### config.mk
export PLATFORM = sky130hd
export DESIGN_NAME = mem_incdec_rmw
export DESIGN_NICKNAME = d
export VERILOG_FILES = /design/src/rtl/mem_incdec_pkg.sv /design/src/rtl/mem_incdec_alu.sv /design/src/rtl/mem_incdec_seq.sv /design/src/rtl/mem_incdec_rmw.sv
export SDC_FILE = /design/constraint.sdc
export NUM_CORES = 1
export LEC_CHECK = 0
export BUFFER_PORTS_ARGS = -buffer_cell sky130_fd_sc_hd__buf_4
export CAP_MARGIN = 30
export CORE_MARGIN = 2
export CORE_UTILIZATION = 48
export CTS_CLUSTER_SIZE = 40
export DETAILED_ROUTE_END_ITERATION = 8
export GPL_TIMING_DRIVEN = 0
export PLACE_DENSITY = 0.91
export SKIP_CTS_REPAIR_TIMING = 1
export SLEW_MARGIN = 20
export SYNTH_ARGS = -nofsm -noshare
export SYNTH_HDL_FRONTEND = slang
export SYNTH_HIERARCHICAL = 1
export SYNTH_SLANG_ARGS = --single-unit
### constraint.sdc
create_clock -name clk -period 2.65 [get_ports clk]
set_input_delay 0.1325 -clock clk [delete_from_list [all_inputs] [get_ports clk]]
set_output_delay 0.1325 -clock clk [all_outputs]
set_load 0.01 [all_outputs]
### src/rtl/mem_incdec_pkg.sv
package mem_incdec_pkg;
   typedef enum logic [2:0] {
      ST_IDLE  = 3'd0,
      ST_READ  = 3'd1,
      ST_CALC  = 3'd2,
      ST_WRITE = 3'd3,
      ST_BAD   = 3'd4
   } rmw_state_e;

   localparam int FLAG_W = 4;
   localparam int FLG_Z  = 3;
   localparam int FLG_N  = 2;
   localparam int FLG_H  = 1;
   localparam int FLG_C  = 0;
endpackage

### src/rtl/mem_incdec_alu.sv
module mem_incdec_alu
   import mem_incdec_pkg::*;
#(
   parameter int DATA_W = 8
) (
   input  logic [DATA_W-1:0] operand,
   input  logic              is_dec,
   input  logic              carry_in,
   output logic [DATA_W-1:0] result,
   output logic [FLAG_W-1:0] flags
);
   localparam logic [DATA_W-1:0] ONE = DATA_W'(1);

   initial begin
      if (DATA_W < 5) $error("mem_incdec_alu: DATA_W must exceed one nibble");
   end

   always_comb begin
      result = is_dec ? (operand - ONE) : (operand + ONE);
      flags[FLG_Z] = (result == '0);
      flags[FLG_N] = is_dec;
      flags[FLG_H] = is_dec ? (operand[3:0] == 4'h0) : (operand[3:0] == 4'hF);
      flags[FLG_C] = carry_in;
   end
endmodule

### src/rtl/mem_incdec_seq.sv
module mem_incdec_seq
   import mem_incdec_pkg::*;
(
   input  logic       clk,
   input  logic       rst_n,
   input  logic       start,
   input  logic       legal,
   output logic       accept,
   output rmw_state_e state
);
   rmw_state_e state_d;

   assign accept = start && (state == ST_IDLE);

   always_comb begin
      state_d = state;
      unique case (state)
         ST_IDLE:  if (start) state_d = legal ? ST_READ : ST_BAD;
         ST_READ:  state_d = ST_CALC;
         ST_CALC:  state_d = ST_WRITE;
         ST_WRITE: state_d = ST_IDLE;
         ST_BAD:   state_d = ST_IDLE;
         default:  state_d = ST_IDLE;
      endcase
   end

   always_ff @(posedge clk or negedge rst_n) begin
      if (!rst_n) state <= ST_IDLE;
      else        state <= state_d;
   end
endmodule

### src/rtl/mem_incdec_rmw.sv
module mem_incdec_rmw
   import mem_incdec_pkg::*;
#(
   parameter int                ADDR_W    = 16,
   parameter int                DATA_W    = 8,
   parameter int                OPC_W     = 8,
   parameter logic [OPC_W-1:0]  OPC_INC   = 8'h34,
   parameter logic [OPC_W-1:0]  OPC_DEC   = 8'h35,
   parameter bit                ADDR_HOLD = 1'b0
) (
   input  logic              clk,
   input  logic              rst_n,
   input  logic              start,
   input  logic [OPC_W-1:0]  opc,
   input  logic [ADDR_W-1:0] ptr,
   input  logic [FLAG_W-1:0] flags_in,
   output logic              ready,
   output logic [ADDR_W-1:0] mem_addr,
   output logic              mem_rd,
   output logic              mem_we,
   output logic [DATA_W-1:0] mem_wdata,
   input  logic [DATA_W-1:0] mem_rdata,
   output logic              done,
   output logic              illegal,
   output logic [FLAG_W-1:0] flags_out
);
   initial begin
      if (ADDR_W < 1)          $error("mem_incdec_rmw: ADDR_W must be positive");
      if (OPC_INC == OPC_DEC)  $error("mem_incdec_rmw: opcodes must differ");
   end

   rmw_state_e        state;
   logic              accept;
   logic              legal;
   logic              dec_sel;
   logic [ADDR_W-1:0] ptr_q;
   logic              dec_q;
   logic              carry_q;
   logic [DATA_W-1:0] res_q;
   logic [FLAG_W-1:0] flg_q;
   logic [DATA_W-1:0] alu_res;
   logic [FLAG_W-1:0] alu_flags;
   logic              in_access;

   assign legal   = (opc == OPC_INC) || (opc == OPC_DEC);
   assign dec_sel = (opc == OPC_DEC);

   mem_incdec_seq u_seq (
      .clk    (clk),
      .rst_n  (rst_n),
      .start  (start),
      .legal  (legal),
      .accept (accept),
      .state  (state)
   );

   mem_incdec_alu #(.DATA_W(DATA_W)) u_alu (
      .operand  (mem_rdata),
      .is_dec   (dec_q),
      .carry_in (carry_q),
      .result   (alu_res),
      .flags    (alu_flags)
   );

   always_ff @(posedge clk or negedge rst_n) begin
      if (!rst_n) begin
         ptr_q   <= '0;
         dec_q   <= 1'b0;
         carry_q <= 1'b0;
         res_q   <= '0;
         flg_q   <= '0;
      end else begin
         if (accept && legal) begin
            ptr_q   <= ptr;
            dec_q   <= dec_sel;
            carry_q <= flags_in[FLG_C];
         end
         if (state == ST_CALC) begin
            res_q <= alu_res;
            flg_q <= alu_flags;
         end
      end
   end

   assign in_access = (state == ST_READ) || (state == ST_WRITE);

   generate
      if (ADDR_HOLD) begin : g_addr_hold
         assign mem_addr = ptr_q;
      end else begin : g_addr_gate
         assign mem_addr = in_access ? ptr_q : '0;
      end
   endgenerate

   assign ready     = (state == ST_IDLE);
   assign mem_rd    = (state == ST_READ);
   assign mem_we    = (state == ST_WRITE);
   assign mem_wdata = res_q;
   assign done      = (state == ST_WRITE);
   assign illegal   = (state == ST_BAD);
   assign flags_out = flg_q;
endmodule

=== Word level (Yosys, flattened, before mapping) ===
Index checks and enable logic that the tools add are counted.

* Register bits: 33
* Word-level logic and storage cells: 29
* Memory bits (writable): 0
* Latch bits: 0
* Output and inout bits: 33
* Memories: 0
* Bits in read-only memories: 0
* Input bits: 39

* Multipliers: 0
* Bitwise logic cells: 0
* Muxes and demuxes: 6
* Equality and inequality tests: 8
* Divide/modulo/power cells: 0
* Shift-type cells: 0
* Reductions and logical operators: 7
* $add $sub $neg: 2
* $lt $le $gt $ge: 0

{| class="wikitable"
|+ Operators with widths
! cell !! count
|-
| $eq A8 B6 Y1 const B || 2
|-
| $mux W16 || 1
|-
| $pmux W3 S3 || 1
|-
| $add A8 B1 Y8 const B || 1
|-
| $logic_not A8 Y1 || 1
|-
| $mux W8 || 1
|-
| $sub A8 B1 Y8 const B || 1
|-
| $eq A3 B2 Y1 const B || 2
|-
| $mux W3 || 2
|-
| $eq A4 B4 Y1 const B || 1
|-
| $logic_not A4 Y1 || 1
|-
| $eq A3 B1 Y1 const B || 1
|-
| $eq A3 B3 Y1 const B || 1
|-
| $logic_not A3 Y1 || 1
|-
| $logic_and A1 B1 Y1 || 2
|-
| $logic_or A1 B1 Y1 || 2
|-
| $ne A2 B2 Y1 const B || 1
|-
| $mux W1 || 1
|}

=== Depth between registers and ports, before layout ===
* Depth in word-level cells: 5
* Mapped depth: 8
* Mapped depth without buffers: 8

=== Cells and area by module ===
The synthesis kept the hierarchy.

{| class="wikitable"
|+ Modules (own cells, without submodules)
! module !! cells each !! area each (sq um) !! sequential area each (sq um) !! instances
|-
| mem_incdec_rmw || 90 || 1338.8 || 750.7 || 1
|-
| mem_incdec_alu || 48 || 381.6 || 0.0 || 1
|-
| mem_incdec_seq || 9 || 121.4 || 75.1 || 1
|}

=== Worst setup path after synthesis ===
Ideal clock, no wire load.

* Path kind: reg-to-reg
* Start point: register dec_q
* End point: register flg_q[3], in the netlist flags_out[3]
* Required time: 2.585 ns
* Buffers on the path: 0
* Stages on the path, launching flop included: 8
* Slack: 0.480 ns
* Data arrival time: 2.105 ns
* Path through: dfrtp_1 ha_1 nand2_1 o31ai_2 xor2_1 or4b_1 nor3_2 mux2_2

* Longest elaborated chain between the ends: 2

{| class="wikitable"
|+ Ends and longest elaborated chain
! element !! line !! source
|-
| from (decl) || mem_incdec_rmw.sv:37 || <nowiki>logic dec_q;</nowiki>
|-
| from (signal assigned) || mem_incdec_rmw.sv:75 || <nowiki>dec_q <= dec_sel;</nowiki>
|-
| $mux W8 || mem_incdec_alu.sv:19 || <nowiki>result = is_dec ? (operand - ONE) : (operand + ONE);</nowiki>
|-
| named net alu_res[5] || mem_incdec_rmw.sv:41 || <nowiki>logic [DATA_W-1:0] alu_res;</nowiki>
|-
| $logic_not A8 Y1 || mem_incdec_alu.sv:20 || <nowiki>flags[FLG_Z] = (result == '0);</nowiki>
|-
| named net alu_flags[3] || mem_incdec_rmw.sv:42 || <nowiki>logic [FLAG_W-1:0] alu_flags;</nowiki>
|-
| to (signal assigned) || mem_incdec_rmw.sv:80 || <nowiki>flg_q <= alu_flags;</nowiki>
|-
| to (decl) || mem_incdec_rmw.sv:40 || <nowiki>logic [FLAG_W-1:0] flg_q;</nowiki>
|}

The timed path passes the listed nets, and every way through them passes these cells.
A chain may end at the register's enable or synchronous reset.

=== Worst setup path in the final report ===
Ends and elaborated chain as after synthesis.

==> results.cfg <==
[timing]
sum_neg_setup_slack_ps = 0
period_minus_slack_ps = 2470
max_freq_ghz = 0.405
drv_slew = 0
final_setup_violations = 0
hold_violations = 0
worst-slew-pin-transition_ps = 460
slew_headroom = 0.693
rsz0062_at_grt = false
clock_skew_ps = 6.50
final_min_period_over_clock_period = 0.931

[cells_and_area]
post_route_cells_drive_above_1_share = 0.536
final_util = 0.689
stdcell_count = 272
n_antenna_cell = 0
syn2layout_area_growth_pct = 38.0
nNetsFinal = 270

[route]
totalWireLength_um = 3840
antenna_left = 0
number_of_violations_reported_at_the_end_of_detailed_routing_iteration_0 = 44
drt-wirelength-per-cell_um = 14.1
drt_drc_violations_left = 0
first_pass_iters = 4
drt-vias-per-instance = 4.88
total_number_of_vias = 1326

[yosys]
synthDominantCellAreaShare = 0.448
post-synth-top-area-cell = sky130_fd_sc_hd__dfrtp_1
combinational_family_with_the_most_area_after_synthesis = multiplexers
synth_xor_area_frac = 0.0333
synth.mux.area_fraction = 0.204
ys_async_sr_fraction = 1.00
synth-adder-area-share = 0.0584
synth.ff_latch_count = 33
synthesis.nets = 194
synth_seq_area_share = 0.448
synthSimpleGateAreaFrac = 0.168
ys_top_cells_by_area = sky130_fd_sc_hd__dfrtp_1 (45%), sky130_fd_sc_hd__mux2_2 (12%), sky130_fd_sc_hd__mux2_4 (8.2%)
netlist_instances = 147
synth-edff-count = 0
syn_area_sq_um = 1840
netlist-cell-type-count = 35
complex_gate_fraction_of_the_synthesized_area = 0.0537
syn_area_per_cell_sq_um = 12.5
ys.warnings.count = 6
ys_dominant_reg_cell = sky130_fd_sc_hd__dfrtp_1

[setup_path]
rr_worst_depth = 8
origin_of_the_critical_flop_to_flop_path = dec_q
arrival_ps = 2700
start_kind = register
critPathCaptureType = register
crit_required_ps = 2880
r2r_slack_ps = 180
r2r-end = flags_out[3]
timing_worst_setup_path_type = register to register
critical_path.max_fanout = 11

[global_route]
pin_count_of_the_biggest_net_entering_global_routing = 34
wire_length_of_the_first_global_routing_pass_um = 6300
grt_remaining_overflow = 0
via_count_of_the_first_global_routing_pass = 1323
gr-usage-all-layers = 0.194
grt_antenna_before_repair = 0

[hold_path]
hold_path_sink = ptr_q[13]
worst_hold_startpoint = ptr[13]
timing.hold.worst_path_depth = 2
timing.hold.worst.class = primary input to register

[floorplan]
die_area_sq_um = 4350
die_h_um = 65.9
die_width_um = 65.9
top_level_ports = 72
core_area_sq_um = 3690
placement_rows = 22
initial_standard_cell_utilization_of_the_core = 0.499

[power_and_ir_drop]
vdd_drop_max_v = 0.000522
p_per_area_nw_per_um2 = 709
leakage_nw = 1.34

[clocking]
cts_tree = built
clock_sink_count = 33
clk_root_buffer_cell = sky130_fd_sc_hd__clkbuf_8
h-tree-depth = 2
clock_latency_ps = 280
clockBufferDepth = 2
cts_buffers = 5
cts.clk_slew.worst_paths_ps = 70

[placement]
io_buffer_count = 68
detailed_place_hpwl_um = 3000
dp_cells = 263
finalWeightedCongestion = 0.846

[outcome]
outcome = completed

[job]
drv_cap = 0
flip-flops by register name (all words and copies together) (netlist names):
register	count
carry_q	1
dec_q	1
flags_out	4
mem_wdata	8
ptr_q	16
u_seq/state	3
cells in the final DEF, fill, tap and decap left out, drive strengths merged:
| master | instances |
|---|---|
| a221o | 1 |
| nor3b | 2 |
| bufinv | 1 |
| and4bb | 1 |
| and2b | 2 |
| inv | 5 |
| a21o | 1 |
| nor4b | 1 |
| and3 | 1 |
| nor2 | 7 |
| a211oi | 1 |
| or4 | 2 |
| dlygate4sd3 | 1 |
| ha | 7 |
| a21oi | 4 |
| fa | 1 |
| dfrtp | 33 |
| nor2b | 3 |
| xnor2 | 3 |
| a211o | 1 |
| nor3 | 4 |
| o31ai | 1 |
| xor2 | 4 |
| nand4 | 1 |
| clkbuf | 7 |
| a31oi | 1 |
| nand2 | 2 |
| clkinvlp | 1 |
| nand2b | 2 |
| or4b | 1 |
| buf | 73 |
| and2 | 17 |
| mux2 | 30 |
| o21ai | 2 |
per-layer routing:
metal	up-vias	part of all wire	wire length, um	global-route usage
met5	-	0	0	0
met3	4	0.065	251	0.0647
li1	658	-	-	-
met2	39	0.50	1910	0.314
met1	625	0.43	1640	0.248
met4	0	0.0099	38	0.0536
worst max-delay path, stage by stage, from the launching register on:
cell and delay, ps:
sky130_fd_sc_hd__dfrtp_1 570, sky130_fd_sc_hd__inv_1 120, sky130_fd_sc_hd__fa_1 430, sky130_fd_sc_hd__nand2b_1 190, sky130_fd_sc_hd__a21oi_1 180, sky130_fd_sc_hd__xor2_1 110, sky130_fd_sc_hd__or4b_1 530, sky130_fd_sc_hd__nor3_2 120
sky130_fd_sc_hd__mux2_2 160
logic make-up (layout without fill, tap and decap cells):
family                     Yosys count  count (layout)
buffers and inverters               11              88
and+or+nand+nor                     46              46
muxes                               30              30
adders and majority gates            8               8
AOI/OAI and AO/OA                   12              12
xor gates and xnor gates             7               7
DFF                                 33              33
Yosys cell counts (2+ instances only):
library cell                n
sky130_fd_sc_hd__dfrtp_1   33
sky130_fd_sc_hd__mux2_2    20
sky130_fd_sc_hd__and2_1    17
sky130_fd_sc_hd__mux2_4    10
sky130_fd_sc_hd__ha_1       7
sky130_fd_sc_hd__nor2_1     7
sky130_fd_sc_hd__inv_1      5
sky130_fd_sc_hd__buf_4      4
sky130_fd_sc_hd__xor2_1     4
sky130_fd_sc_hd__a21oi_1    3
sky130_fd_sc_hd__nor2b_1    3
sky130_fd_sc_hd__nor3_1     3
sky130_fd_sc_hd__xnor2_1    3
sky130_fd_sc_hd__and2b_2    2
sky130_fd_sc_hd__nand2_1    2
sky130_fd_sc_hd__nand2b_1   2
sky130_fd_sc_hd__nor3b_1    2
sky130_fd_sc_hd__o21ai_0    2
sky130_fd_sc_hd__or4_1      2
final cells by class:
cell class                 instances  area (sq um)
timing repair buffer              69           520
buffer                             6          45.0
sequential                        33           826
inverter                           5          18.8
multi-input combinational        103           952
clock buffer                       6          82.6
clock inverter                     2          37.5
tap                               48          60.1
fill                             298          1150
through the flow:
| stage | setup WS (ps) | hold WS (ps) | area (sq um) | power, mW |
|---|---|---|---|---|
| after floorplan | 480 | -163 | 1840 | 1.05 |
| after global routing | 1.87 | 60.5 | 2540 | 1.91 |
| after detailed placement | 215 | 96.3 | 2410 | 1.32 |
| after global placement | 245 | 96.1 | 2410 | 1.30 |
| after CTS | 184 | -215 | 2530 | 1.82 |
| final | 182 | 75.4 | 2540 | 1.80 |
worst max-delay path by stage:
| stage | from | to | slack, ps | cells past startpoint |
|---|---|---|---|---|
| floorplan | dec_q | flags_out[3] | 480 | 7 |
| global placement | dec_q | flags_out[3] | 240 | 8 |
| detailed placement | dec_q | flags_out[3] | 210 | 8 |
| CTS | dec_q | flags_out[3] | 180 | 8 |
| finish | dec_q | flags_out[3] | 180 | 8 |
| global route | dec_q | flags_out[3] | 2 | 8 |
power by group:
part	switching (mW)	total (mW)	internal, mW
Sequential	0.0888	0.710	0.621
Combinational	0.250	0.600	0.351
Clock	0.186	0.492	0.306
Power figures use the tool's default switching activity.
